<file path="src/rtl/irq_regs_pkg.sv">
package irq_regs_pkg;
    localparam int unsigned DATA_W = 32;

    localparam logic [7:0] OFS_ENABLE = 8'h00;
    localparam logic [7:0] OFS_MASKED = 8'h04;
    localparam logic [7:0] OFS_STATUS = 8'h08;

    typedef enum logic [1:0] {
        SEL_NONE   = 2'd0,
        SEL_ENABLE = 2'd1,
        SEL_MASKED = 2'd2,
        SEL_STATUS = 2'd3
    } reg_sel_e;
endpackage

</file>
<file path="src/rtl/irq_addr_decode.sv">
module irq_addr_decode
    import irq_regs_pkg::*;
#(
    parameter int unsigned ADDR_W = 8
) (
    input  logic [ADDR_W-1:0] addr,
    input  logic              wr_en,
    output reg_sel_e          sel,
    output logic              we_enable,
    output logic              we_ack
);
    localparam logic [ADDR_W-1:0] A_EN  = ADDR_W'(OFS_ENABLE);
    localparam logic [ADDR_W-1:0] A_MSK = ADDR_W'(OFS_MASKED);
    localparam logic [ADDR_W-1:0] A_ST  = ADDR_W'(OFS_STATUS);

    always_comb begin
        if (addr == A_EN)       sel = SEL_ENABLE;
        else if (addr == A_MSK) sel = SEL_MASKED;
        else if (addr == A_ST)  sel = SEL_STATUS;
        else                    sel = SEL_NONE;
    end

    always_comb begin
        we_enable = 1'b0;
        we_ack    = 1'b0;
        unique case (sel)
            SEL_ENABLE: we_enable = wr_en;
            SEL_STATUS: we_ack    = wr_en;
            SEL_MASKED,
            SEL_NONE:   ;
        endcase
    end
endmodule

</file>
<file path="src/rtl/irq_status_bank.sv">
module irq_status_bank #(
    parameter int unsigned NSRC = 16
) (
    input  logic            clk,
    input  logic            rst_n,
    input  logic [NSRC-1:0] evt_i,
    input  logic            ack_we,
    input  logic [NSRC-1:0] ack_bits,
    output logic [NSRC-1:0] status_q,
    output logic [NSRC-1:0] status_nxt
);
    logic [NSRC-1:0] clr;
    assign clr = ack_we ? ack_bits : '0;

    for (genvar i = 0; i < NSRC; i++) begin : g_bit
        // an event outranks a clear of the same bit
        always_comb status_nxt[i] = evt_i[i] | (status_q[i] & ~clr[i]);

        always_ff @(posedge clk) begin
            if (!rst_n) status_q[i] <= 1'b0;
            else        status_q[i] <= status_nxt[i];
        end

        assert_evt_sets_R2: assert property (@(posedge clk) disable iff (!rst_n)
            evt_i[i] |=> status_q[i]);
        assert_bit_holds_R2: assert property (@(posedge clk) disable iff (!rst_n)
            (status_q[i] && !clr[i]) |=> status_q[i]);
        assert_ack_clears_R6: assert property (@(posedge clk) disable iff (!rst_n)
            (clr[i] && !evt_i[i]) |=> !status_q[i]);
        assert_set_wins_R7: assert property (@(posedge clk) disable iff (!rst_n)
            (clr[i] && evt_i[i]) |=> status_q[i]);
    end
endmodule

</file>
<file path="src/rtl/irq_enable_reg.sv">
module irq_enable_reg #(
    parameter int unsigned NSRC = 16
) (
    input  logic            clk,
    input  logic            rst_n,
    input  logic            we,
    input  logic [NSRC-1:0] wbits,
    output logic [NSRC-1:0] en_q,
    output logic [NSRC-1:0] en_nxt
);
    always_comb en_nxt = we ? wbits : en_q;

    always_ff @(posedge clk) begin
        if (!rst_n) en_q <= '0;
        else        en_q <= en_nxt;
    end

    assert_en_load_R4: assert property (@(posedge clk) disable iff (!rst_n)
        we |=> (en_q == $past(wbits)));
    assert_en_keep_R5: assert property (@(posedge clk) disable iff (!rst_n)
        !we |=> $stable(en_q));
endmodule

</file>
<file path="src/rtl/irq_ctrl_regs.sv">
module irq_ctrl_regs
    import irq_regs_pkg::*;
#(
    parameter int unsigned NSRC   = 16,
    parameter int unsigned ADDR_W = 8
) (
    input  logic              clk,
    input  logic              rst_n,
    input  logic [NSRC-1:0]   evt_i,
    input  logic              wr_en,
    input  logic              rd_en,
    input  logic [ADDR_W-1:0] addr,
    input  logic [31:0]       wdata,
    output logic [31:0]       rdata,
    output logic              irq_o
);
    reg_sel_e        sel;
    logic            we_enable;
    logic            we_ack;
    logic [NSRC-1:0] status_q, status_nxt;
    logic [NSRC-1:0] en_q, en_nxt;
    logic [DATA_W-1:0] rd_word;

    irq_addr_decode #(.ADDR_W(ADDR_W)) u_dec (
        .addr      (addr),
        .wr_en     (wr_en),
        .sel       (sel),
        .we_enable (we_enable),
        .we_ack    (we_ack)
    );

    irq_status_bank #(.NSRC(NSRC)) u_status (
        .clk        (clk),
        .rst_n      (rst_n),
        .evt_i      (evt_i),
        .ack_we     (we_ack),
        .ack_bits   (wdata[NSRC-1:0]),
        .status_q   (status_q),
        .status_nxt (status_nxt)
    );

    irq_enable_reg #(.NSRC(NSRC)) u_enable (
        .clk    (clk),
        .rst_n  (rst_n),
        .we     (we_enable),
        .wbits  (wdata[NSRC-1:0]),
        .en_q   (en_q),
        .en_nxt (en_nxt)
    );

    // request registered from next-state values: same-edge response
    always_ff @(posedge clk) begin
        if (!rst_n) irq_o <= 1'b0;
        else        irq_o <= |(status_nxt & en_nxt);
    end

    always_comb begin
        rd_word = '0;
        unique case (sel)
            SEL_ENABLE: rd_word = DATA_W'(en_q);
            SEL_MASKED: rd_word = DATA_W'(status_q & en_q);
            SEL_STATUS: rd_word = DATA_W'(status_q);
            SEL_NONE:   rd_word = '0;
        endcase
    end

    always_ff @(posedge clk) begin
        if (!rst_n)     rdata <= '0;
        else if (rd_en) rdata <= rd_word;
    end

    assert_line_R8: assert property (@(posedge clk) disable iff (!rst_n)
        irq_o == |(status_q & en_q));
    assert_masked_read_R5: assert property (@(posedge clk) disable iff (!rst_n)
        (rd_en && sel == SEL_MASKED) |=> (rdata == DATA_W'($past(status_q & en_q))));
    assert_unmapped_read_R9: assert property (@(posedge clk) disable iff (!rst_n)
        (rd_en && sel == SEL_NONE) |=> (rdata == '0));
endmodule

</file>
<file path="config.mk">
export PLATFORM = sky130hd
export DESIGN_NAME = irq_ctrl_regs
export DESIGN_NICKNAME = d
export VERILOG_FILES = /design/src/rtl/irq_regs_pkg.sv /design/src/rtl/irq_addr_decode.sv /design/src/rtl/irq_status_bank.sv /design/src/rtl/irq_enable_reg.sv /design/src/rtl/irq_ctrl_regs.sv
export SDC_FILE = /design/constraint.sdc
export NUM_CORES = 1
export LEC_CHECK = 0
export ABC_AREA = 1
export BUFFER_PORTS_ARGS = -buffer_cell sky130_fd_sc_hd__buf_2
export CORE_ASPECT_RATIO = 0.6
export CORE_MARGIN = 2
export CORE_UTILIZATION = 47
export CTS_CLUSTER_DIAMETER = 150
export DETAILED_ROUTE_END_ITERATION = 12
export GPL_ROUTABILITY_DRIVEN = 0
export PLACE_DENSITY = 0.77
export SETUP_SLACK_MARGIN = 0.05
export SLEW_MARGIN = 20
export SYNTH_ARGS = -nofsm -noshare
export SYNTH_HDL_FRONTEND = slang
export SYNTH_HIERARCHICAL = 1
export SYNTH_SLANG_ARGS = --single-unit
</file>
<file path="constraint.sdc">
create_clock -name clk -period 1.35 [get_ports clk]
set_input_delay 0.0675 -clock clk [delete_from_list [all_inputs] [get_ports clk]]
set_output_delay 0.0675 -clock clk [all_outputs]
set_load 0.05 [all_outputs]
</file>
== After elaboration in Yosys (flattened, before gate mapping) ==
Index checks and enable logic that the tools add are counted.

* Register bits after elaboration: 65
* Output and inout port bits: 33

* Bitwise operators: 50
* Muxes and demuxes: 8
* Equality and inequality tests: 5
* Reduce and logical (&&, ||, !) cells: 3

{| class="wikitable"
|+ Operators by type and width
! operator !! number
|-
| one-hot mux 32 bit (4 select lines) || 1
|-
| bitwise AND 16 bit || 2
|-
| 2-to-1 mux 16 bit || 2
|-
| bitwise AND 1 bit || 16
|-
| inverter 1 bit || 16
|-
| OR 1 bit || 16
|-
| OR reduction 16 bit || 1
|-
| equality test 8 x 3 -> 1 bit, second input constant || 1
|-
| equality test 8 x 4 -> 1 bit, second input constant || 1
|-
| logical NOT 8 bit || 1
|-
| 2-to-1 mux 2 bit || 3
|-
| equality test 2 bit, second input constant || 2
|-
| equality test 2 x 1 -> 1 bit, second input constant || 1
|-
| logical NOT 2 bit || 1
|-
| 2-to-1 mux 1 bit || 2
|}

== Depth between registers and ports, before layout ==
* Word-level depth: 12
* Mapped depth: 15

== Cells and area by module ==
The synthesis kept the hierarchy.

{| class="wikitable"
|+ By module, submodules not included
! module !! times used !! cells each !! area an instance (um^2)
|-
| irq_ctrl_regs || 1 || 204 || 1,267.5
|-
| irq_enable_reg || 1 || 134 || 873.3
|-
| irq_status_bank || 1 || 100 || 818.3
|-
| irq_addr_decode || 1 || 15 || 67.6
|}

== Worst setup path after synthesis ==
No wires, ideal clock.

* Path kind: input -> register
* Start point: input addr[1]
* End point: register irq_o
* Library setup time: 0.128 ns
* Slack: 0.034 ns
* Stages on the path: 14
* Buffers on the path: 2
* Arrival: 1.188 ns
* Path through: nor2_1 > nand3_2 > nor2_1 > buf_6 > buf_12 > nand2_4 > nand2_2 > nand2_1 > nand2_1 > nand2_1 > nor2_1 > nand2_1 > nor2_1 > nor2_1

* Cells in the longest elaborated chain, start to end: 12
* Elaborated cells between the ends (all ways): 62

{| class="wikitable"
|+ Ends and longest elaborated chain
! item !! line !! text
|-
| start: declaration || irq_ctrl_regs.sv:12 || <nowiki>input logic [ADDR_W-1:0] addr,</nowiki>
|-
| equality test 8 x 4 -> 1 bit || irq_addr_decode.sv:19 || <nowiki>else if (addr == A_ST) sel = SEL_STATUS;</nowiki>
|-
| 2-to-1 mux 2 bit || irq_addr_decode.sv:19 ||
|-
| 2-to-1 mux 2 bit || irq_addr_decode.sv:18 || <nowiki>else if (addr == A_MSK) sel = SEL_MASKED;</nowiki>
|-
| 2-to-1 mux 2 bit (*) || irq_addr_decode.sv:17 || <nowiki>if (addr == A_EN) sel = SEL_ENABLE;</nowiki>
|-
| equality test 2 bit (*) || irq_addr_decode.sv:26 || <nowiki>unique case (sel)</nowiki>
|-
| 2-to-1 mux 1 bit (*) || irq_addr_decode.sv:26 ||
|-
| via we_ack || irq_ctrl_regs.sv:19 || <nowiki>logic we_ack;</nowiki>
|-
| 2-to-1 mux 16 bit (*) || irq_status_bank.sv:13 || <nowiki>assign clr = ack_we ? ack_bits : '0;</nowiki>
|-
| inverter 1 bit (*) || irq_status_bank.sv:17 || <nowiki>always_comb status_nxt[i] = evt_i[i] | (status_q[i] & ~clr[i]);</nowiki>
|-
| bitwise AND 1 bit (*) || irq_status_bank.sv:17 ||
|-
| OR 1 bit (*) || irq_status_bank.sv:17 ||
|-
| via status_nxt[1] || irq_ctrl_regs.sv:20 || <nowiki>logic [NSRC-1:0] status_q, status_nxt;</nowiki>
|-
| bitwise AND 16 bit (*) || irq_ctrl_regs.sv:54 || <nowiki>else irq_o <= |(status_nxt & en_nxt);</nowiki>
|-
| OR reduction 16 bit (*) || irq_ctrl_regs.sv:54 ||
|-
| end signal: assignment || irq_ctrl_regs.sv:54 ||
|-
| end: declaration || irq_ctrl_regs.sv:15 || <nowiki>output logic irq_o</nowiki>
|}

The timed path passes the listed nets; every way through them passes the cells marked *.
A chain may end at the register's enable or synchronous reset.

== Worst setup path after layout ==
* Start point: input addr[5]
* End point: register irq_o

* Elaborated cells between the ends (all ways): 62

{| class="wikitable"
|+ RTL lines
! item !! line !! text
|-
| equality test 8 x 4 -> 1 bit || irq_addr_decode.sv:19 ||
|-
| 2-to-1 mux 2 bit || irq_addr_decode.sv:19 ||
|-
| 2-to-1 mux 2 bit || irq_addr_decode.sv:18 ||
|-
| 2-to-1 mux 2 bit (*) || irq_addr_decode.sv:17 ||
|-
| equality test 2 x 1 -> 1 bit (*) || irq_addr_decode.sv:26 ||
|-
| 2-to-1 mux 1 bit (*) || irq_addr_decode.sv:26 ||
|-
| via we_enable || irq_ctrl_regs.sv:18 || <nowiki>logic we_enable;</nowiki>
|-
| 2-to-1 mux 16 bit (*) || irq_enable_reg.sv:11 || <nowiki>always_comb en_nxt = we ? wbits : en_q;</nowiki>
|-
| via en_nxt[11] || irq_ctrl_regs.sv:21 || <nowiki>logic [NSRC-1:0] en_q, en_nxt;</nowiki>
|-
| bitwise AND 16 bit (*) || irq_ctrl_regs.sv:54 ||
|-
| OR reduction 16 bit (*) || irq_ctrl_regs.sv:54 ||
|}

Marks and branches as above.

==> flow_metrics.tcl <==
set metrics [dict create \
    layout_setup_ws_ps 138 \
    finalSetupViolCount 0 \
    crit_family "simple AND/OR/NAND/NOR gates" \
    ios 93 \
    holdCritPathClass "in -> reg" \
    synth_cell_types 26 \
    slew_viol_final 0 \
    vias_per_cell 4.41 \
    cts_tree "yes" \
    cts_made_buffers 5 \
    path_clk_slew_ps 90 \
    clock_skew_ps 6.24 \
    drt-total-wl_um 7100 \
    grt_max_degree 33 \
    multiInputGateArea_um2 1530 \
    place_ws_ps -250 \
    fmax_ghz 0.825 \
    critical_path_arrival_ps 1410 \
    synthTopCellsByArea "dfxtp_1 (32%), nand2_1 (16%), inv_1 (10%), nor2_1 (7.8%), nand2_2 (6.4%)" \
    antenna_found_initial 0 \
    cp_max_fo 17 \
    power.density_nw_per_um2 854 \
    synth_most_common_cell "nand2_1" \
    start_kind "input pin" \
    syn_inst 453 \
    synth_edf_count 0 \
    required_ps 1550 \
    port_buffers 60 \
    std_cell_rows 22 \
    cts-root-buf "clkbuf_8" \
    syn2layout_area_growth_pct 23.9 \
    dp_hpwl_um 5400 \
    min_period_ps 1210 \
    grt_pass1_vias 2501 \
    seq_area_frac_synth 0.324 \
    ant_nets 0 \
    use_met2 0.348 \
    peakVddDrop_mv 0.472 \
    drc_errors 0 \
    avgSynthCellArea_um2 6.68 \
    layout-drive-gt1-share 0.351 \
    cp.buffers_inverters 3 \
    worstSetupPathType "in -> reg" \
    overflow 0 \
    cts.sinks 49 \
    use_met3 0.0394 \
    start_util 0.491 \
    synth_common_cells "nand2_1 (131), inv_1 (83), nor2_1 (63)" \
    cts_buffer_depth 2 \
    cpPeakStageDelay_ps 170 \
    synth-main-ff-cell "dfxtp_1" \
    power_mw 3.20 \
    avgRoutedWirePerCell_um 11.3 \
    fin_crit_sh 0.898 \
    antenna_cells 0 \
    synth_top_area_share 0.324 \
    status "complete, no violations" \
    busiest_layer "met2" \
    drt_iter0_drc 115 \
    synth.largest_area_cell "dfxtp_1" \
    insertion_delay_ps 310 \
    rsz0062_at_grt "yes" \
    cpMaxStageDelayCell "buf_12" \
    yosys_warnings 6 \
    crit_top_cell "nand2_1" \
    grt_usage 0.212 \
    nets 606 \
    die_h_um 66.2 \
    dieArea_um2 7120 \
    vias 2783 \
    grt_pass1_wl_um 11500 \
    cp_cell_sequence "buf_2, nor2_4, nand3_4, nor2_2, buf_12, nand2_1, nand2_2, inv_1, nand2_1, nand2_1, nor2_1, nand2_1, nor2_1, nor2_1" \
    leakagePower_nw 2.13 \
    h-tree-depth 2 \
    drt_first_pass_iters 4 \
    ys_seq_elements 49 \
    final.fill_count 547 \
    met1_usage 0.282 \
    synthArstFlopShare 0 \
    seqCellArea_um2 981 \
    worstSetupEndpointType "register" \
    die_width_um 108 \
    core_um2 6170 \
    hold_violations 0 \
    synth_area_um2 3030 \
    drv_cap 0 \
]
-- final timing paths --
path	start	end	slack (ps)	cells past startpoint
setup / recovery	addr[5]	irq_o	140	14
hold / removal	evt_i[3]	u_status/status_q[3]	10	3
setup reg to reg	u_enable/en_q[7]	irq_o	180	10
hold reg to reg	u_status/status_q[4]	u_status/status_q[4]	510	2
-- state kept, by name, indices dropped and copies added (netlist names) --
name and cells:
irq_o 1, rdata 16, u_enable/en_q 16, u_status/status_q 16
-- cells in the final DEF (no fill, tap or decap), types with 7 or more instances in the layout --
cell / n
nand2_2: 31
nand2_4: 10
nor2_2: 12
buf_4: 38
nor2_1: 59
a21oi_1: 7
a21oi_2: 10
conb_1: 16
dfxtp_1: 49
buf_2: 60
inv_1: 83
o211ai_2: 10
nand2_1: 131
-- power by group --
group	leakage, nW	switching (mW)	internal, mW
Sequential	0.403	0.0370	1.50
Combinational	1.67	0.405	0.191
Clock	0.0554	0.509	0.557
-- timing repair --
item | 4_1_cts | 5_1_grt
buffers inserted | 0 | 0
hold buffers | 0 | 0
endpoints found under the setup margin | 0 | 1
endpoints found under the hold margin | 0 | 0
gates resized for setup | 0 | 2
-- layout make-up --
cell class,instances,share of cell area
multi-input combinational,300,0.409
sequential,49,0.262
timing repair buffer,103,0.183
inverter,87,0.0891
tap,84,0.0280
clock buffer,6,0.0193
clock inverter,2,0.0103
-- logic make-up (layout without fill, tap and decap cells) --
logic type             after synthesis  after routing  share of synthesized area
flip-flops                          49             49                      0.324
other                                1             16                    0.00124
AO/OA/AOI/OAI                       34             34                     0.0984
buffers and inverters              119            198                      0.198
AND/OR/NAND/NOR                    250            250                      0.378
-- layer usage --
metal | share of wire | wire [um] | up-vias
met5 | 0 | 0 | -
met4 | 0.012 | 82 | 0
met3 | 0.066 | 470 | 10
met2 | 0.43 | 3070 | 72
met1 | 0.49 | 3480 | 1226
li1 | - | - | 1475
-- worst register-to-register path, delay by kind of cell (launching register included) --
kind                   cells  cell delay (ps)
AND/OR/NAND/NOR            8              610
flip-flops                 1              340
buffers and inverters      2              120
-- stage by stage --
step / std cells / hold WS [ps] / area [um^2] / util / setup TNS [ps]
global route: 631 / 14.5 / 3750 / 0.608 / 0
global placement: 623 / 334 / 3630 / 0.588 / -222
detailed placement: 623 / 341 / 3630 / 0.588 / -250
finish: 631 / 11.7 / 3750 / 0.608 / 0
CTS: 631 / 7.34 / 3740 / 0.606 / 0
floorplan: 468 / 206 / 3100 / - / 0
Note: power is estimated with default switching activity, not from simulation.
